===== src/rtl/lane_sot_pkg.sv =====
package lane_sot_pkg;

   typedef enum logic [1:0] {
      LP_BOTH_LOW = 2'b00,
      LP_REQ      = 2'b01,
      LP_ALT      = 2'b10,
      LP_STOP     = 2'b11
   } lp_code_t;

   typedef enum logic [2:0] {
      C_IDLE, C_RQST, C_PREP, C_ZERO, C_RUN, C_TRAIL, C_EXIT
   } clk_st_t;

   typedef enum logic [2:0] {
      D_IDLE, D_WAIT, D_RQST, D_PREP, D_ZERO, D_DATA, D_TRAIL, D_EXIT
   } dat_st_t;

endpackage


===== src/rtl/lane_phase_timer.sv =====
module lane_phase_timer #(
   parameter int CW = 8
) (
   input  logic          clk,
   input  logic          rst_n,
   input  logic          load,
   input  logic [CW-1:0] len,
   output logic          done
);
   localparam logic [CW-1:0] ONE = CW'(1);

   logic [CW-1:0] cnt;

   generate
      if (CW < 2) begin : g_bad_width
         $error("lane_phase_timer: CW must be at least 2");
      end
   endgenerate

   always_ff @(posedge clk or negedge rst_n) begin
      if (!rst_n)
         cnt <= '0;
      else if (load)
         cnt <= (len == '0) ? '0 : len - ONE;
      else if (cnt != '0)
         cnt <= cnt - ONE;
   end

   assign done = (cnt == '0);


   timer_len_chk: assert property (@(posedge clk) disable iff (!rst_n)
      (load && (len > ONE)) |=> !done);

endmodule


===== src/rtl/lane_clk_fsm.sv =====
module lane_clk_fsm
   import lane_sot_pkg::*;
#(
   parameter int CW      = 8,
   parameter int LPX_CYC = 2
) (
   input  logic          clk,
   input  logic          rst_n,
   input  logic          start,
   input  logic          stop_ok,
   input  logic [CW-1:0] t_prep,
   input  logic [CW-1:0] t_zero,
   input  logic [CW-1:0] t_trail,
   input  logic [CW-1:0] t_exit,
   output logic [1:0]    lp,
   output logic          hs_en,
   output logic          zero,
   output logic          busy,
   output logic          idle,
   output logic          running
);
   localparam logic [CW-1:0] LPX_LEN = CW'(LPX_CYC);

   clk_st_t       st, st_n;
   logic          ld;
   logic [CW-1:0] ld_len;
   logic          done;

   lane_phase_timer #(.CW(CW)) u_tmr (
      .clk(clk), .rst_n(rst_n), .load(ld), .len(ld_len), .done(done)
   );

   always_comb begin
      st_n   = st;
      ld     = 1'b0;
      ld_len = '0;
      case (st)
         C_IDLE:  if (start)   begin st_n = C_RQST;  ld = 1'b1; ld_len = LPX_LEN; end
         C_RQST:  if (done)    begin st_n = C_PREP;  ld = 1'b1; ld_len = t_prep;  end
         C_PREP:  if (done)    begin st_n = C_ZERO;  ld = 1'b1; ld_len = t_zero;  end
         C_ZERO:  if (done)    st_n = C_RUN;
         C_RUN:   if (stop_ok) begin st_n = C_TRAIL; ld = 1'b1; ld_len = t_trail; end
         C_TRAIL: if (done)    begin st_n = C_EXIT;  ld = 1'b1; ld_len = t_exit;  end
         C_EXIT:  if (done)    st_n = C_IDLE;
         default: st_n = C_IDLE;
      endcase
   end

   always_ff @(posedge clk or negedge rst_n) begin
      if (!rst_n) st <= C_IDLE;
      else        st <= st_n;
   end

   always_comb begin
      case (st)
         C_IDLE, C_EXIT: lp = LP_STOP;
         C_RQST:         lp = LP_REQ;
         default:        lp = LP_BOTH_LOW;
      endcase
   end

   assign hs_en   = (st == C_ZERO) || (st == C_RUN) || (st == C_TRAIL);
   assign zero    = (st == C_ZERO) || (st == C_TRAIL);
   assign busy    = (st != C_IDLE);
   assign idle    = (st == C_IDLE);
   assign running = (st == C_RUN);


   clk_hold_chk: assert property (@(posedge clk) disable iff (!rst_n)
      (st == C_RUN && !stop_ok) |=> (st == C_RUN));

endmodule


===== src/rtl/lane_dat_fsm.sv =====
module lane_dat_fsm
   import lane_sot_pkg::*;
#(
   parameter int CW      = 8,
   parameter int DW      = 8,
   parameter int LPX_CYC = 2
) (
   input  logic          clk,
   input  logic          rst_n,
   input  logic          accept,
   input  logic          clk_run,
   input  logic          pay_valid,
   input  logic [DW-1:0] pay_data,
   input  logic          eob_req,
   input  logic [CW-1:0] t_prep,
   input  logic [CW-1:0] t_zero,
   input  logic [CW-1:0] t_trail,
   input  logic [CW-1:0] t_exit,
   output logic [1:0]    lp,
   output logic          hs_en,
   output logic          zero,
   output logic          ready,
   output logic          busy,
   output logic          idle,
   output logic [DW-1:0] hs_byte
);
   localparam logic [CW-1:0] LPX_LEN = CW'(LPX_CYC);

   dat_st_t       st, st_n;
   logic          ld;
   logic [CW-1:0] ld_len;
   logic          done;

   lane_phase_timer #(.CW(CW)) u_tmr (
      .clk(clk), .rst_n(rst_n), .load(ld), .len(ld_len), .done(done)
   );

   always_comb begin
      st_n   = st;
      ld     = 1'b0;
      ld_len = '0;
      case (st)
         D_IDLE:  if (accept)  st_n = D_WAIT;
         D_WAIT:  if (clk_run) begin st_n = D_RQST; ld = 1'b1; ld_len = LPX_LEN; end
         D_RQST:  if (done)    begin st_n = D_PREP; ld = 1'b1; ld_len = t_prep;  end
         D_PREP:  if (done)    begin st_n = D_ZERO; ld = 1'b1; ld_len = t_zero;  end
         D_ZERO:  if (done)    st_n = D_DATA;
         D_DATA:  if (!pay_valid && eob_req) begin
                     st_n = D_TRAIL; ld = 1'b1; ld_len = t_trail;
                  end
         D_TRAIL: if (done)    begin st_n = D_EXIT; ld = 1'b1; ld_len = t_exit; end
         D_EXIT:  if (done)    st_n = D_IDLE;
         default: st_n = D_IDLE;
      endcase
   end

   always_ff @(posedge clk or negedge rst_n) begin
      if (!rst_n) st <= D_IDLE;
      else        st <= st_n;
   end

   always_ff @(posedge clk or negedge rst_n) begin
      if (!rst_n)
         hs_byte <= '0;
      else if (st == D_DATA && pay_valid)
         hs_byte <= pay_data;
   end

   always_comb begin
      case (st)
         D_IDLE, D_WAIT, D_EXIT: lp = LP_STOP;
         D_RQST:                 lp = LP_REQ;
         default:                lp = LP_BOTH_LOW;
      endcase
   end

   assign hs_en = (st == D_ZERO) || (st == D_DATA) || (st == D_TRAIL);
   assign zero  = (st == D_ZERO);
   assign ready = (st == D_DATA);
   assign busy  = (st != D_IDLE);
   assign idle  = (st == D_IDLE);


   eob_wait_chk: assert property (@(posedge clk) disable iff (!rst_n)
      (st == D_DATA && pay_valid) |=> (st == D_DATA));

endmodule


===== src/rtl/lane_sot_seq.sv =====
module lane_sot_seq
   import lane_sot_pkg::*;
#(
   parameter int CW      = 8,
   parameter int DW      = 8,
   parameter int LPX_CYC = 2
) (
   input  logic            clk,
   input  logic            rst_n,
   input  logic            sot_req,
   input  logic            eob_req,
   input  logic            pay_valid,
   input  logic [DW-1:0]   pay_data,
   output logic            pay_ready,
   input  logic            clk_cont,
   input  logic [3*CW-1:0] tim_clk,
   input  logic [3*CW-1:0] tim_dat,
   input  logic [2*CW-1:0] tim_exit,
   output logic [1:0]      clk_lp,
   output logic            clk_hs_en,
   output logic            clk_zero,
   output logic            clk_busy,
   output logic [1:0]      dat_lp,
   output logic            dat_hs_en,
   output logic            dat_zero,
   output logic            dat_busy,
   output logic [DW-1:0]   hs_byte
);
   localparam int TW = 3 * CW;
   localparam int EW = 2 * CW;

   generate
      if (DW < 1) begin : g_bad_dw
         $error("lane_sot_seq: DW must be at least 1");
      end
      if (LPX_CYC < 1 || LPX_CYC >= (1 << CW)) begin : g_bad_lpx
         $error("lane_sot_seq: LPX_CYC must fit in CW bits and be nonzero");
      end
   endgenerate

   logic          c_idle, c_run, d_idle;
   logic          accept, cap, stop_ok;
   logic [TW-1:0] clk_q, dat_q;
   logic [EW-1:0] ext_q;

   assign accept  = sot_req && d_idle && (c_idle || c_run);
   assign cap     = accept || (c_idle && clk_cont);
   assign stop_ok = d_idle && !accept && !clk_cont;

   always_ff @(posedge clk or negedge rst_n) begin
      if (!rst_n) begin
         clk_q <= '0;
         dat_q <= '0;
         ext_q <= '0;
      end else if (cap) begin
         clk_q <= tim_clk;
         dat_q <= tim_dat;
         ext_q <= tim_exit;
      end
   end

   lane_clk_fsm #(.CW(CW), .LPX_CYC(LPX_CYC)) u_clk (
      .clk(clk), .rst_n(rst_n),
      .start(accept || clk_cont), .stop_ok(stop_ok),
      .t_prep(clk_q[CW-1:0]), .t_zero(clk_q[2*CW-1:CW]),
      .t_trail(clk_q[3*CW-1:2*CW]), .t_exit(ext_q[2*CW-1:CW]),
      .lp(clk_lp), .hs_en(clk_hs_en), .zero(clk_zero), .busy(clk_busy),
      .idle(c_idle), .running(c_run)
   );

   lane_dat_fsm #(.CW(CW), .DW(DW), .LPX_CYC(LPX_CYC)) u_dat (
      .clk(clk), .rst_n(rst_n),
      .accept(accept), .clk_run(c_run),
      .pay_valid(pay_valid), .pay_data(pay_data), .eob_req(eob_req),
      .t_prep(dat_q[CW-1:0]), .t_zero(dat_q[2*CW-1:CW]),
      .t_trail(dat_q[3*CW-1:2*CW]), .t_exit(ext_q[CW-1:0]),
      .lp(dat_lp), .hs_en(dat_hs_en), .zero(dat_zero), .ready(pay_ready),
      .busy(dat_busy), .idle(d_idle), .hs_byte(hs_byte)
   );


   data_after_clk_chk: assert property (@(posedge clk) disable iff (!rst_n)
      (dat_lp == LP_REQ) |-> (clk_hs_en && !clk_zero));


   ready_in_hs_chk: assert property (@(posedge clk) disable iff (!rst_n)
      pay_ready |-> (dat_hs_en && !dat_zero && dat_lp == LP_BOTH_LOW));


   cfg_hold_chk: assert property (@(posedge clk) disable iff (!rst_n)
      dat_busy |=> ($stable(dat_q) && $stable(ext_q)));


   idle_lines_chk: assert property (@(posedge clk) disable iff (!rst_n)
      !dat_busy |-> (dat_lp == LP_STOP && !dat_hs_en && !pay_ready));

endmodule


===== config.mk =====
export PLATFORM = sky130hd
export DESIGN_NAME = lane_sot_seq
export DESIGN_NICKNAME = d
export VERILOG_FILES = /design/src/rtl/lane_sot_pkg.sv /design/src/rtl/lane_phase_timer.sv /design/src/rtl/lane_clk_fsm.sv /design/src/rtl/lane_dat_fsm.sv /design/src/rtl/lane_sot_seq.sv
export SDC_FILE = /design/constraint.sdc
export NUM_CORES = 1
export LEC_CHECK = 0
export BUFFER_PORTS_ARGS = -buffer_cell sky130_fd_sc_hd__buf_4
export CAP_MARGIN = 20
export CORE_MARGIN = 10
export CORE_UTILIZATION = 45
export CTS_BUF_LIST = sky130_fd_sc_hd__clkbuf_2
export DETAILED_ROUTE_END_ITERATION = 16
export GPL_TIMING_DRIVEN = 0
export HOLD_SLACK_MARGIN = 0.15
export PLACE_DENSITY = 0.71
export SLEW_MARGIN = 20
export SYNTH_ARGS = -nofsm -noshare
export SYNTH_HDL_FRONTEND = slang
export SYNTH_SLANG_ARGS = --single-unit

===== constraint.sdc =====
create_clock -name clk -period 8 [get_ports clk]
set_input_delay 0.4 -clock clk [delete_from_list [all_inputs] [get_ports clk]]
set_output_delay 0.4 -clock clk [all_outputs]
set_load 0.005 [all_outputs]

==> results_tabular.tex, run 1 <==
\begin{tabular}{lr}
\hline
Metric & Value \\
\hline
\multicolumn{2}{l}{\textbf{Outcome}} \\
\quad Status & finished, final reports clean \\
\multicolumn{2}{l}{\textbf{Routing}} \\
\quad Routed vias & roughly 4200 \\
\quad Via density per instance & $\sim$5.4 \\
\quad Detailed Route Iter0 Violations & around 280 \\
\quad Drt pass-1 iters & 5 \\
\quad Average routed wire per standard cell & approximately 18 um \\
\quad Antenna-violating nets left & 0 \\
\quad Total DRC errors in the routed layout & 0 \\
\quad Routed WL & around 14 mm \\
\multicolumn{2}{l}{\textbf{Die}} \\
\quad Row cnt & 38 \\
\quad Die Y-Extent & 126 um \\
\quad Core outline area & roughly 11000 sq um \\
\quad Chip width & approximately 130 um \\
\quad Initial core utilization & between 40\% and 50\% \\
\quad Area enclosed by the die boundary & 15800 sq um \\
\quad I/O pin count & 97 \\
\multicolumn{2}{l}{\textbf{Place}} \\
\quad GPL Wtd Cong & roughly 0.83 \\
\quad Cell Count Post-Placement & about 680 \\
\quad \# port buffers & 96 \\
\quad Sum of net half-perimeters after detailed placement & $\sim$9.6 mm \\
\multicolumn{2}{l}{\textbf{STA}} \\
\quad Max-slew violation count & 0 \\
\quad Hold Violations, Final & 0 \\
\quad Worst Max-Slew Pin Slew & 0.891 ns \\
\quad Setup clock skew after layout & roughly 0.028 ns \\
\quad Crit path time final & between 3 and 4 ns \\
\quad Highest clock rate & just under 300 MHz \\
\quad Share of the clock period used by the worst path & 42.4\% \\
\quad Worst Hold Margin & roughly 0.35 ns \\
\quad Setup repair after global routing missed its margin & no \\
\quad TNS Setup & 0 ns \\
\quad Setup-failing EPs final & 0 \\
\quad Headroom to the max-slew limit & between 40\% and 50\% \\
\multicolumn{2}{l}{\textbf{Synthesis}} \\
\quad FFs w/ async S/R, synth & 100\% \\
\quad Post-synth net total & between 500 and 600 \\
\quad YS warnings & 0 \\
\quad Post-synthesis sequential element count & 94 \\
\quad Post-Synthesis Cell Area & between 5000 and 6000 sq um \\
\quad Post-Synthesis Mean Instance Area & roughly 11 sq um \\
\quad Number of enable flip-flop cells after synthesis & 0 \\
\quad Synth top area share & between 40\% and 50\% \\
\quad Most used flip-flop cell after synthesis & sky130\_fd\_sc\_hd\_\_dfrtp\_1 \\
\quad Synth area leader & sky130\_fd\_sc\_hd\_\_dfrtp\_1 \\
\quad Cell variety after synth & 58 \\
\quad Synth area leaders & sky130\_fd\_sc\_hd\_\_dfrtp\_1, sky130\_fd\_sc\_hd\_\_mux2\_2, sky130\_fd\_sc\_hd\_\_ha\_1 \\
\quad Cell count after synthesis & 448 \\
\quad Fraction of the yosys area taken by sequential cells & 46.7\% \\
\multicolumn{2}{l}{\textbf{Cells and area}} \\
\quad Reg area & 2350 sq um \\
\quad Layout filler cell count & a little under 900 \\
\quad Share of post-route cells with drive strength above 1 & between 30\% and 40\% \\
\quad Fraction of the core area covered by cells at the end of the flow & 62.4\% \\
\quad Layout net count & approximately 720 \\
\quad Area of the multi-input gates & between 2000 and 3000 sq um \\
\quad Final Instance Count excl. Fillers & just under 800 \\
\quad Area growth from synthesis to layout & 34.8\% \\
\multicolumn{2}{l}{\textbf{GRT}} \\
\quad Leftover overflow at the end of global routing & 0 \\
\quad First-pass GRT wire length & 23.0 mm \\
\quad Initial antenna violation count & 1 \\
\quad Pin count of the biggest net entering global routing & between 90 and 100 \\
\quad Overall routing resource usage & 17.5\% \\
\quad Vias in the first global route & between 4000 and 5000 \\
\multicolumn{2}{l}{\textbf{Clocking}} \\
\quad Clock-pin slew reported for the worst setup and hold paths after clock tree synthesis & approximately 0.25 ns \\
\quad Skew-Pair Late Insertion Delay & approximately 0.57 ns \\
\quad Root buffer cell & sky130\_fd\_sc\_hd\_\_clkbuf\_2 \\
\quad Clock sink count & 94 \\
\quad Maximum level of the CTS H-tree & 3 \\
\quad Post-cts resize count & 0 \\
\quad TritonCTS clock tree & yes \\
\quad Setup bufs post-CTS & 0 \\
\quad Hold-fix buffer count after cts & 73 \\
\quad Maximum root-to-sink buffer count & 2 \\
\quad Number of buffers created by CTS & 9 \\
\multicolumn{2}{l}{\textbf{Worst setup path}} \\
\quad Category of the worst setup path launch point & flop \\
\quad Endpoint required time on the critical path & roughly 8.5 ns \\
\quad Worst Path Class, Setup & reg2reg \\
\quad Data arrival time at the worst-slack endpoint & 3.85 ns \\
\quad Element type at the critical path end & flop \\
\quad Highest fanout seen on the critical path & 10 \\
\multicolumn{2}{l}{\textbf{Power and ir drop}} \\
\quad Peak ir drop on the vdd network & 0.000151 V \\
\quad Overall Power & 1600 uW \\
\quad Static Leakage & approximately 0.003 uW \\
\quad Pwr dens & 235 nW/um\^{}2 \\
\multicolumn{2}{l}{\textbf{Hold path}} \\
\quad HP Class & in2reg \\
\multicolumn{2}{l}{\textbf{Job}} \\
\quad MaxCap Viol Count & 0 \\
\hline
\end{tabular}
==> path summary, 6_finish.rpt <==
check | startpoint | endpoint | slack (ns) | depth (start not counted)
min in group asynchronous | rst_n | u_dat.st[1] | 0.44 | 2
max in group asynchronous | rst_n | u_dat.st[0] | 7.00 | 2
setup / recovery | u_clk.st[2] | u_clk.u_tmr.cnt[0] | 4.60 | 9
setup reg to reg | u_clk.st[2] | u_clk.u_tmr.cnt[0] | 4.60 | 9
hold reg to reg | clk_q[5] | clk_q[5] | 0.54 | 1
hold / removal | eob_req | u_dat.st[2] | 0.35 | 5
==> kinds of logic after synthesis <==
kind of cell    synth area share [%]
simple gates                    11.3
compound gates                  12.2
mux                             20.9
fa+ha+maj                       2.73
buf+inv                         3.18
xor+xnor                        2.95
flops                           46.7
==> power breakdown <==
| part | total [uW] | internal, uW | switching [uW] |
|---|---|---|---|
| sequential | 758 | 651 | 107 |
| combinational | 605 | 333 | 272 |
| clock | 237 | 75.2 | 162 |
| total | 1600 | 1060 | 541 |
==> layer usage <==
metal,up-vias,global-route usage [%],wire (um)
met5,-,0,0
met4,0,7.17,344
met3,26,3.48,682
met2,129,29.1,6810
met1,2044,21.6,5800
li1,1987,-,-
==> cell usage after synthesis (2+ instances only) <==
cell,number
sky130_fd_sc_hd__nor2_1,18
sky130_fd_sc_hd__nor2b_1,2
sky130_fd_sc_hd__mux2i_1,12
sky130_fd_sc_hd__o2bb2ai_1,5
sky130_fd_sc_hd__o211ai_1,4
sky130_fd_sc_hd__mux2_2,82
sky130_fd_sc_hd__nor3_1,8
sky130_fd_sc_hd__a21o_1,3
sky130_fd_sc_hd__dfrtp_1,94
sky130_fd_sc_hd__nor4_1,2
sky130_fd_sc_hd__o21a_1,2
sky130_fd_sc_hd__a21oi_1,16
sky130_fd_sc_hd__inv_1,16
sky130_fd_sc_hd__buf_2,5
sky130_fd_sc_hd__or3_1,2
sky130_fd_sc_hd__or4_4,2
sky130_fd_sc_hd__nand3_1,11
sky130_fd_sc_hd__or4_1,3
sky130_fd_sc_hd__a31oi_1,2
sky130_fd_sc_hd__o22ai_1,3
sky130_fd_sc_hd__nor4b_1,2
sky130_fd_sc_hd__ha_1,11
sky130_fd_sc_hd__a22oi_1,14
sky130_fd_sc_hd__nor2_2,2
sky130_fd_sc_hd__xnor2_1,11
sky130_fd_sc_hd__o21ai_0,19
sky130_fd_sc_hd__nor3b_1,3
sky130_fd_sc_hd__nand3b_1,4
sky130_fd_sc_hd__and2_1,3
sky130_fd_sc_hd__clkbuf_1,14
sky130_fd_sc_hd__nand2b_1,5
sky130_fd_sc_hd__o21ai_2,3
sky130_fd_sc_hd__nand2_1,27
sky130_fd_sc_hd__xor2_1,6
sky130_fd_sc_hd__o31ai_1,7
sky130_fd_sc_hd__buf_1,3
==> cell type report <==
cell class / instances / area share (%)
antenna: 2 / 0.0737
buffer: 23 / 1.47
clock buffer: 11 / 0.810
clock inverter: 5 / 0.884
inverter: 16 / 0.884
multi-input combinational: 315 / 37.3
sequential: 94 / 34.6
tap: 140 / 2.58
timing repair buffer: 169 / 21.4
==> worst max-delay path, cell delays in order, from the launching register on <==
cell and delay (ns):
sky130_fd_sc_hd__dfrtp_1 0.40, sky130_fd_sc_hd__clkbuf_1 0.29, sky130_fd_sc_hd__buf_1 0.56, sky130_fd_sc_hd__mux2i_1 0.29
sky130_fd_sc_hd__o2bb2ai_1 0.12, sky130_fd_sc_hd__a22oi_1 0.41, sky130_fd_sc_hd__ha_1 0.24, sky130_fd_sc_hd__nand2_1 0.07
sky130_fd_sc_hd__nor4_1 0.69, sky130_fd_sc_hd__o21ai_0 0.20
==> flip-flops by register name (all words and copies together) (netlist names) <==
name	count
u_dat.hs_byte	8
clk_q	24
u_dat.u_tmr.cnt	8
dat_q	24
ext_q	16
u_clk.u_tmr.cnt	8
u_dat.st	3
u_clk.st	3
==> cell usage in the layout, fill, tap and decap left out, drive strengths merged, types with 16 or more instances in the layout <==
master | Yosys | layout
nor2 | 20 | 20
buf | 9 | 105
a21oi | 16 | 16
dlygate4sd3 | 0 | 73
nand2 | 27 | 27
inv | 16 | 16
dfrtp | 94 | 94
mux2 | 83 | 83
clkbuf | 14 | 25
o21ai | 23 | 23
==> per-stage QoR <==
stage | setup slack, ns | area, sq um
final | 4.60 | 6790
after global routing | 4.32 | 6790
after CTS | 4.65 | 6780
after detailed placement | 4.68 | 5940
after global placement | 4.77 | 5930
after floorplan | 5.20 | 5040
Power figures use the tool's default switching activity.
==> inputs of run 2 (changes only) <==
--- a/config.mk
+++ b/config.mk
@@ -13,7 +13,7 @@
 export DETAILED_ROUTE_END_ITERATION = 16
 export GPL_TIMING_DRIVEN = 0
 export HOLD_SLACK_MARGIN = 0.15
-export PLACE_DENSITY = 0.71
+export PLACE_DENSITY = 0.74
 export SLEW_MARGIN = 20
 export SYNTH_ARGS = -nofsm -noshare
 export SYNTH_HDL_FRONTEND = slang
==> constraint.sdc (replaced) <==
create_clock -name clk -period 2.8 [get_ports clk]
set_input_delay 0.14 -clock clk [delete_from_list [all_inputs] [get_ports clk]]
set_output_delay 0.14 -clock clk [all_outputs]
set_load 0.005 [all_outputs]
==> run 2 against run 1 <==
Against the previous run: critical path depth shrank 1; largest power group unchanged; power rose to 2.8 times the previous value; largest cell class unchanged; cell count up 1.0%; die area stayed put; global-route usage is 0.52 points higher; sequential cell count unchanged; count of clock-buffer cells in the layout is the same; design area rose by 2.9%; non-clock buffer count is 10 higher; combinational power grew to 3.0 times the previous value.
==> results_tabular.tex, run 2 (synthesis gave the netlist of run 1 again) <==
\begin{tabular}{lr}
\hline
Metric & Value \\
\hline
\multicolumn{2}{l}{\textbf{Outcome}} \\
\quad Status & finished, final reports clean (unchanged) \\
\multicolumn{2}{l}{\textbf{Routing}} \\
\quad Antenna-violating nets left & 0 (unchanged) \\
\quad Average routed wire per standard cell & 18.6 um (was 17.6 um) \\
\quad Total DRC errors in the routed layout & 0 (unchanged) \\
\quad Via density per instance & 5.48 (was 5.40) \\
\quad Routed vias & 4292 (was 4186) \\
\quad Routed WL & 14.6 mm (was 13.6 mm) \\
\quad Drt pass-1 iters & 4 (was 5) \\
\quad Detailed Route Iter0 Violations & 230 (was 276) \\
\multicolumn{2}{l}{\textbf{Clocking}} \\
\quad Maximum level of the CTS H-tree & 3 (unchanged) \\
\quad TritonCTS clock tree & yes (unchanged) \\
\quad Clock sink count & 94 (unchanged) \\
\quad Number of buffers created by CTS & 9 (unchanged) \\
\quad Root buffer cell & sky130\_fd\_sc\_hd\_\_clkbuf\_2 (unchanged) \\
\quad Clock-pin slew reported for the worst setup and hold paths after clock tree synthesis & 0.24 ns (was 0.25 ns) \\
\quad Maximum root-to-sink buffer count & 2 (unchanged) \\
\quad Skew-Pair Late Insertion Delay & 0.54 ns (was 0.57 ns) \\
\multicolumn{2}{l}{\textbf{Power and ir drop}} \\
\quad Share of power burned in the clock network & 12.5\% (was 14.8\%) \\
\quad Net switching share of the total power & 35.1\% (was 33.8\%) \\
\quad Overall Power & 4550 uW (was 1600 uW) \\
\quad Pwr dens & 652 nW/um\^{}2 (was 235 nW/um\^{}2) \\
\quad Sequential power share & 48.2\% (was 47.4\%) \\
\quad NetSw & 1600 uW (was 541 uW) \\
\quad Combinational power share & 39.3\% (was 37.8\%) \\
\quad Internal cell power & 2960 uW (was 1060 uW) \\
\quad Static Leakage & 0.00309 uW (was 0.00300 uW) \\
\quad Peak ir drop on the vdd network & 0.000457 V (was 0.000151 V) \\
\multicolumn{2}{l}{\textbf{Place}} \\
\quad Pre-CTS setup slack & -0.495 ns (was 4.68 ns) \\
\quad \# port buffers & 96 (unchanged) \\
\quad Sum of net half-perimeters after detailed placement & 9.74 mm (was 9.57 mm) \\
\quad GPL Wtd Cong & 0.855 (was 0.833) \\
\multicolumn{2}{l}{\textbf{Worst setup path}} \\
\quad Terminus of the critical flop-to-flop path & u\_dat.u\_tmr.cnt[1] (was u\_clk.u\_tmr.cnt[0]) \\
\quad CP max stage cell & sky130\_fd\_sc\_hd\_\_or4b\_4 (was sky130\_fd\_sc\_hd\_\_nor4\_1) \\
\quad Category of the worst setup path launch point & flop (unchanged) \\
\quad Endpoint required time on the critical path & 3.29 ns (was 8.45 ns) \\
\quad Number of buffer and inverter stages on the critical path & 1 (was 2) \\
\quad Setup slack, reg-to-reg & 0.07 ns (was 4.60 ns) \\
\quad Highest fanout seen on the critical path & 6 (was 10) \\
\quad Worst Path Class, Setup & reg2reg (unchanged) \\
\quad Cells on worst reg2reg path & 8 (was 9) \\
\quad Slowest Stage Delay on Critical Path & 0.60 ns (was 0.69 ns) \\
\quad Element type at the critical path end & flop (unchanged) \\
\quad Data arrival time at the worst-slack endpoint & 3.22 ns (was 3.85 ns) \\
\quad Cell family with the largest share of critical-path delay & simple AND/OR/NAND/NOR gates (was buffers and inverters) \\
\quad Cell Chain, Critical Path & or4\_4 -> or4b\_4 -> o21ai\_4 -> inv\_1 -> ha\_4 -> nor3b\_4 -> a21bo\_2 -> o22ai\_1 (was clkbuf\_1 -> buf\_1 -> mux2i\_1 -> o2bb2ai\_1 -> a22oi\_1 -> ha\_1 -> nand2\_1 -> nor4\_1 -> o21ai\_0) \\
\quad Worst flop-to-flop path startpoint & u\_dat.u\_tmr.cnt[5] (was u\_clk.st[2]) \\
\multicolumn{2}{l}{\textbf{GRT}} \\
\quad Pin count of the biggest net entering global routing & 95 (unchanged) \\
\quad Overall routing resource usage & 18.0\% (was 17.5\%) \\
\quad Initial antenna violation count & 1 (unchanged) \\
\quad Vias in the first global route & 4564 (was 4507) \\
\quad First-pass GRT wire length & 23.7 mm (was 23.0 mm) \\
\quad Leftover overflow at the end of global routing & 0 (unchanged) \\
\multicolumn{2}{l}{\textbf{Die}} \\
\quad Die Y-Extent & 126 um (unchanged) \\
\quad Area enclosed by the die boundary & 15800 sq um (unchanged) \\
\quad Row cnt & 38 (unchanged) \\
\quad Chip width & 126 um (unchanged) \\
\quad Initial core utilization & 46.3\% (unchanged) \\
\quad I/O pin count & 97 (unchanged) \\
\quad Core outline area & 10900 sq um (unchanged) \\
\multicolumn{2}{l}{\textbf{STA}} \\
\quad Setup-failing EPs final & 0 (unchanged) \\
\quad Worst Setup Slack, final & 0.0750 ns (was 4.60 ns) \\
\quad Crit path time final & 2.73 ns (was 3.40 ns) \\
\quad Hold Violations, Final & 0 (unchanged) \\
\quad Share of the clock period used by the worst path & 97.3\% (was 42.4\%) \\
\quad TNS Setup & 0 ns (unchanged) \\
\quad Setup clock skew after layout & 0.0265 ns (was 0.0283 ns) \\
\quad Highest clock rate & 367 MHz (was 295 MHz) \\
\quad Worst Max-Slew Pin Slew & 0.846 ns (was 0.891 ns) \\
\quad Max-slew violation count & 0 (unchanged) \\
\quad Worst Hold Margin & 0.182 ns (was 0.352 ns) \\
\quad Headroom to the max-slew limit & 43.6\% (was 40.1\%) \\
\quad Setup repair after global routing missed its margin & yes (was no) \\
\multicolumn{2}{l}{\textbf{Cells and area}} \\
\quad Reg area & 2350 sq um (unchanged) \\
\quad Fraction of the core area covered by cells at the end of the flow & 64.2\% (was 62.4\%) \\
\quad Layout net count & 727 (was 717) \\
\quad Area of the multi-input gates & 2660 sq um (was 2530 sq um) \\
\quad Layout filler cell count & 815 (was 872) \\
\quad Commonest non-fill, non-tap cells in the layout & sky130\_fd\_sc\_hd\_\_buf\_4, sky130\_fd\_sc\_hd\_\_dfrtp\_1, sky130\_fd\_sc\_hd\_\_mux2\_2 (unchanged) \\
\quad Commonest non-fill, non-tap cell in the layout & sky130\_fd\_sc\_hd\_\_buf\_4 (unchanged) \\
\quad Area growth from synthesis to layout & 38.7\% (was 34.8\%) \\
\quad Regs by FF count & clk\_q: 24 flops, dat\_q: 24 flops, ext\_q: 16 flops (unchanged) \\
\quad Share of post-route cells with drive strength above 1 & 38.2\% (was 34.0\%) \\
\multicolumn{2}{l}{\textbf{Job}} \\
\quad MaxCap Viol Count & 0 (unchanged) \\
\multicolumn{2}{l}{\textbf{Hold path}} \\
\quad HP Class & in2async (was in2reg) \\
\hline
\end{tabular}
==> run 2: final cells by class <==
cell class                 instances  area share (%)
multi-input combinational        315            38.1
inverter                          16           0.859
sequential                        94            33.7
tap                              140            2.51
timing repair buffer             181            22.3
buffer                            21            1.43
clock buffer                      11           0.788
antenna                            1          0.0358
clock inverter                     4           0.358
==> run 2: metrics by stage <==
step,instance area (sq um),cells
floorplan,5040,448
global placement,5930,684
detailed placement,5940,684
CTS,6870,778
global route,6990,783
finish,6990,783
==> run 2: worst max-delay path by stage <==
| stage | slack [ns] | to | startpoint | depth (start not counted) |
|---|---|---|---|---|
| 2_1_floorplan | 0.02 | u_dat.u_tmr.cnt[7] | u_dat.u_tmr.cnt[4] | 8 |
| 3_3_place_gp | -0.47 | u_clk.u_tmr.cnt[0] | u_clk.st[2] | 9 |
| 3_5_place_dp | -0.50 | u_clk.u_tmr.cnt[0] | u_clk.st[2] | 9 |
| 4_1_cts | 0.003 | u_dat.u_tmr.cnt[7] | u_dat.u_tmr.cnt[4] | 7 |
| 5_1_grt | -0.02 | u_clk.u_tmr.cnt[7] | u_dat.st[0] | 10 |
| 6_report | 0.07 | u_dat.u_tmr.cnt[1] | u_dat.u_tmr.cnt[5] | 8 |
==> run 2: worst register-to-register path, delay by kind of cell (launching register included) <==
kind	cells	cell delay [ns]
buffers and inverters	1	0.10
AND/OR/NAND/NOR	3	1.32
AO/OA/AOI/OAI	3	0.63
adder cells (fa/ha/maj)	1	0.18
flip-flops	1	0.45
==> run 2: timing repair <==
action	4_1_cts	5_1_grt
setup endpoints to repair	75	50
hold endpoints to repair	169	0
hold buffers	78	0
buffers inserted	2	5
gates resized for setup	13	29
pin swaps	2	10
==> run 2: power by group through the flow <==
| stage | registers (uW) | logic, uW | clock network (uW) |
|---|---|---|---|
| finish | 2190 | 1790 | 569 |
| global route | 2260 | 1980 | 624 |
| CTS | 2170 | 1750 | 581 |
| detailed placement | 2200 | 1630 | 0 |
| global placement | 2170 | 1560 | 0 |
| floorplan | 2100 | 1200 | 0 |
==> run 2: metal layers <==
layer,wire [um],up-vias,share of wire (%),track usage (%)
li1,-,2005,-,-
met1,6140,2115,42,22.1
met2,7430,141,51,30.9
met3,669,31,4.6,3.06
met4,329,0,2.3,6.56
met5,0,-,0,0
==> inputs of run 3 (changes only) <==
--- a/config.mk
+++ b/config.mk
@@ -5,6 +5,7 @@
 export SDC_FILE = /design/constraint.sdc
 export NUM_CORES = 1
 export LEC_CHECK = 0
+export ABC_AREA = 1
 export BUFFER_PORTS_ARGS = -buffer_cell sky130_fd_sc_hd__buf_4
 export CAP_MARGIN = 20
 export CORE_MARGIN = 10
@@ -13,7 +14,7 @@
 export DETAILED_ROUTE_END_ITERATION = 16
 export GPL_TIMING_DRIVEN = 0
 export HOLD_SLACK_MARGIN = 0.15
-export PLACE_DENSITY = 0.74
+export PLACE_DENSITY = 0.73
 export SLEW_MARGIN = 20
 export SYNTH_ARGS = -nofsm -noshare
 export SYNTH_HDL_FRONTEND = slang
==> run 3 against run 2 <==
Against the previous run: synthesized area is 2.4% higher; cell count is 15% higher; maximum frequency is 12% higher; first-iteration DRC count is 43% higher; clock skew is 0.020 ns higher; synthesized cell count is 27% higher; design area is 1.1% lower; highest routed layer unchanged.
==> results_tabular.tex, run 3 <==
\begin{tabular}{lr}
\hline
Metric & Value \\
\hline
\multicolumn{2}{l}{\textbf{Outcome}} \\
\quad Status & finished, final reports clean (unchanged) \\
\multicolumn{2}{l}{\textbf{STA}} \\
\quad Hold Violations, Final & 0 (unchanged) \\
\quad Worst Hold Margin & 0.170 ns (was 0.182 ns) \\
\quad Headroom to the max-slew limit & 43.1\% (was 43.6\%) \\
\quad Share of the clock period used by the worst path & 86.8\% (was 97.3\%) \\
\quad Setup clock skew after layout & 0.0463 ns (was 0.0265 ns) \\
\quad Crit path time final & 2.43 ns (was 2.73 ns) \\
\quad Worst Max-Slew Pin Slew & 0.854 ns (was 0.846 ns) \\
\quad Highest clock rate & 411 MHz (was 367 MHz) \\
\quad Setup repair after global routing missed its margin & no (was yes) \\
\quad TNS Setup & 0 ns (unchanged) \\
\quad Setup-failing EPs final & 0 (unchanged) \\
\quad Max-slew violation count & 0 (unchanged) \\
\multicolumn{2}{l}{\textbf{Clocking}} \\
\quad Setup bufs post-CTS & 0 (was 2) \\
\quad Number of buffers created by CTS & 9 (unchanged) \\
\quad Skew-Pair Late Insertion Delay & 0.58 ns (was 0.54 ns) \\
\quad TritonCTS clock tree & yes (unchanged) \\
\quad Root buffer cell & sky130\_fd\_sc\_hd\_\_clkbuf\_2 (unchanged) \\
\quad Maximum level of the CTS H-tree & 3 (unchanged) \\
\quad Clock sink count & 94 (unchanged) \\
\quad Clock-pin slew reported for the worst setup and hold paths after clock tree synthesis & 0.30 ns (was 0.24 ns) \\
\quad Maximum root-to-sink buffer count & 2 (unchanged) \\
\multicolumn{2}{l}{\textbf{Synthesis}} \\
\quad Post-synthesis sequential element count & 94 (unchanged) \\
\quad YS warnings & 0 (unchanged) \\
\quad Most common cell in the synthesized netlist & sky130\_fd\_sc\_hd\_\_nand2\_1 (was sky130\_fd\_sc\_hd\_\_dfrtp\_1) \\
\quad Most used flip-flop cell after synthesis & sky130\_fd\_sc\_hd\_\_dfrtp\_1 (unchanged) \\
\quad Synth top area share & 45.6\% (was 46.7\%) \\
\quad Post-synth top cells & sky130\_fd\_sc\_hd\_\_nand2\_1, sky130\_fd\_sc\_hd\_\_dfrtp\_1, sky130\_fd\_sc\_hd\_\_mux2\_2 (was sky130\_fd\_sc\_hd\_\_dfrtp\_1, sky130\_fd\_sc\_hd\_\_mux2\_2, sky130\_fd\_sc\_hd\_\_nand2\_1) \\
\quad Post-Synthesis Cell Area & 5160 sq um (was 5040 sq um) \\
\quad Post-Synthesis Mean Instance Area & 9.07 sq um (was 11.2 sq um) \\
\quad Synth area leader & sky130\_fd\_sc\_hd\_\_dfrtp\_1 (unchanged) \\
\quad Fraction of the yosys area taken by sequential cells & 45.6\% (was 46.7\%) \\
\quad Cell count after synthesis & 569 (was 448) \\
\quad FFs w/ async S/R, synth & 100\% (unchanged) \\
\quad Number of enable flip-flop cells after synthesis & 0 (unchanged) \\
\quad Post-synth net total & 658 (was 537) \\
\quad Synth area leaders & sky130\_fd\_sc\_hd\_\_dfrtp\_1, sky130\_fd\_sc\_hd\_\_mux2\_2, sky130\_fd\_sc\_hd\_\_nand2\_1 (was sky130\_fd\_sc\_hd\_\_dfrtp\_1, sky130\_fd\_sc\_hd\_\_mux2\_2, sky130\_fd\_sc\_hd\_\_ha\_1) \\
\quad Cell variety after synth & 38 (was 58) \\
\multicolumn{2}{l}{\textbf{Die}} \\
\quad Row cnt & 39 (was 38) \\
\quad Chip width & 127 um (was 126 um) \\
\quad Die Y-Extent & 127 um (was 126 um) \\
\quad Initial core utilization & 45.6\% (was 46.3\%) \\
\quad Area enclosed by the die boundary & 16100 sq um (was 15800 sq um) \\
\quad I/O pin count & 97 (unchanged) \\
\quad Core outline area & 11300 sq um (was 10900 sq um) \\
\multicolumn{2}{l}{\textbf{GRT}} \\
\quad First-pass GRT wire length & 23.7 mm (about the same) \\
\quad Overall routing resource usage & 17.8\% (was 18.0\%) \\
\quad Initial antenna violation count & 2 (was 1) \\
\quad Leftover overflow at the end of global routing & 0 (unchanged) \\
\quad Vias in the first global route & 4853 (was 4564) \\
\quad Pin count of the biggest net entering global routing & 95 (unchanged) \\
\multicolumn{2}{l}{\textbf{Cells and area}} \\
\quad Fraction of the core area covered by cells at the end of the flow & 61.1\% (was 64.2\%) \\
\quad Regs by FF count & clk\_q: 24 flops, dat\_q: 24 flops, ext\_q: 16 flops (unchanged) \\
\quad Share of post-route cells with drive strength above 1 & 29.0\% (was 38.2\%) \\
\quad Commonest non-fill, non-tap cells in the layout & sky130\_fd\_sc\_hd\_\_nand2\_1, sky130\_fd\_sc\_hd\_\_buf\_4, sky130\_fd\_sc\_hd\_\_dfrtp\_1 (was sky130\_fd\_sc\_hd\_\_buf\_4, sky130\_fd\_sc\_hd\_\_dfrtp\_1, sky130\_fd\_sc\_hd\_\_mux2\_2) \\
\quad Layout net count & 840 (was 727) \\
\quad Commonest non-fill, non-tap cell in the layout & sky130\_fd\_sc\_hd\_\_nand2\_1 (was sky130\_fd\_sc\_hd\_\_buf\_4) \\
\quad Area growth from synthesis to layout & 34.0\% (was 38.7\%) \\
\multicolumn{2}{l}{\textbf{Power and ir drop}} \\
\quad Overall Power & 4980 uW (was 4550 uW) \\
\quad Static Leakage & 0.00327 uW (was 0.00309 uW) \\
\quad Pwr dens & 720 nW/um\^{}2 (was 652 nW/um\^{}2) \\
\quad Peak ir drop on the vdd network & 0.000391 V (was 0.000457 V) \\
\multicolumn{2}{l}{\textbf{Routing}} \\
\quad Antenna-violating nets left & 0 (unchanged) \\
\quad Sum of met2 wire segment lengths after detailed routing & 7.04 mm (was 7.43 mm) \\
\quad Total DRC errors in the routed layout & 0 (unchanged) \\
\quad Routed WL & 14.5 mm (was 14.6 mm) \\
\quad Via density per instance & 5.13 (was 5.48) \\
\quad Routed metal-1 wire length & 6.28 mm (was 6.14 mm) \\
\quad Routed vias & 4617 (was 4292) \\
\quad Met3 wire len & 824 um (was 669 um) \\
\quad Detailed Route Iter0 Violations & 328 (was 230) \\
\quad Drt pass-1 iters & 4 (unchanged) \\
\quad Average routed wire per standard cell & 16.1 um (was 18.6 um) \\
\quad Highest metal layer with signal wires & met4 (unchanged) \\
\multicolumn{2}{l}{\textbf{Worst setup path}} \\
\quad Slowest Stage Delay on Critical Path & 0.45 ns (was 0.60 ns) \\
\quad Worst Path Class, Setup & reg2reg (unchanged) \\
\quad Category of the worst setup path launch point & flop (unchanged) \\
\quad Data arrival time at the worst-slack endpoint & 2.92 ns (was 3.22 ns) \\
\quad Element type at the critical path end & flop (unchanged) \\
\quad CP max stage cell & sky130\_fd\_sc\_hd\_\_dfrtp\_1 (was sky130\_fd\_sc\_hd\_\_or4b\_4) \\
\quad Setup slack, reg-to-reg & 0.37 ns (was 0.07 ns) \\
\quad Cell family with the largest share of critical-path delay & simple AND/OR/NAND/NOR gates (unchanged) \\
\quad Endpoint required time on the critical path & 3.29 ns (about the same) \\
\quad Number of buffer and inverter stages on the critical path & 3 (was 1) \\
\quad Critical path's most frequent cell & sky130\_fd\_sc\_hd\_\_inv\_1 \\
\quad Highest fanout seen on the critical path & 9 (was 6) \\
\quad Cell Chain, Critical Path & inv\_1 -> ha\_1 -> inv\_1 -> nor2\_4 -> nand2\_1 -> o211ai\_1 -> nand2\_1 -> o21ai\_0 -> inv\_1 -> ha\_1 -> nand3\_1 -> nor2\_1 -> nor2\_4 -> o21ai\_1 -> a21oi\_1 (was or4\_4 -> or4b\_4 -> o21ai\_4 -> inv\_1 -> ha\_4 -> nor3b\_4 -> a21bo\_2 -> o22ai\_1) \\
\multicolumn{2}{l}{\textbf{Place}} \\
\quad GPL Wtd Cong & 0.916 (was 0.855) \\
\quad Sum of net half-perimeters after detailed placement & 10.3 mm (was 9.74 mm) \\
\quad \# port buffers & 96 (unchanged) \\
\multicolumn{2}{l}{\textbf{Job}} \\
\quad MaxCap Viol Count & 0 (unchanged) \\
\multicolumn{2}{l}{\textbf{Hold path}} \\
\quad HP Class & in2async (unchanged) \\
\hline
\end{tabular}
run 3: final timing paths:
| kind | start | to | depth (start not counted) |
|---|---|---|---|
| worst min-delay path | rst_n | dat_q[10] | 2 |
| worst min register to register | clk_q[7] | clk_q[7] | 1 |
| max in group asynchronous | rst_n | u_dat.u_tmr.cnt[1] | 2 |
| worst max register to register | u_dat.st[0] | u_dat.u_tmr.cnt[3] | 15 |
| min in group clk | sot_req | u_clk.u_tmr.cnt[6] | 8 |
| worst max-delay path | u_dat.st[0] | u_dat.u_tmr.cnt[3] | 15 |
run 3: where the power goes:
group | switching [uW] | leakage, uW | internal [uW]
registers | 307 | 0.00112 | 1900
logic | 1110 | 0.00209 | 1050
clock network | 493 | 0.0000548 | 119
total | 1910 | 0.00327 | 3070
run 3: cell families (layout without fill, tap and decap cells):
family / after synthesis / count (layout) / synth area share (%)
multiplexers: 64 / 64 / 14.0
other: 0 / 2 / 0
buffers and inverters: 72 / 258 / 6.28
AND/OR/NAND/NOR: 249 / 249 / 22.3
XOR/XNOR: 7 / 7 / 1.19
AO/OA/AOI/OAI: 72 / 72 / 8.00
flip-flops: 94 / 94 / 45.6
adder cells (fa/ha/maj): 11 / 11 / 2.67
run 3: cell type report:
class,count,area (sq um)
fillers,945,4410
multi-input cells,403,2490
flip-flops and latches,94,2350
repair buffers,171,1480
inverters,56,210
well taps,143,179
plain buffers,16,114
clock inverters,6,46.3
clock buffers,9,45.0
diodes,2,5.00
run 3: repair_timing:
| action | CTS | global route |
|---|---|---|
| hold endpoints to repair | 167 | 0 |
| setup endpoints to repair | 0 | 7 |
| hold buffers | 75 | 0 |
| gates resized for setup | 0 | 1 |
run 3: stage by stage:
step | cells | area (sq um) | worst slack, ns
finish | 900 | 6910 | 0.370
global route | 900 | 6910 | 0.0379
CTS | 898 | 6900 | 0.257
detailed placement | 808 | 6060 | 0.285
global placement | 808 | 6060 | 0.305
floorplan | 569 | 5160 | 0.727
run 3: metal layers:
metal	up-vias	track usage, %
met5	-	0
met4	0	5.96
met3	24	4.59
met2	119	29.3
met1	2199	22.1
li1	2275	-
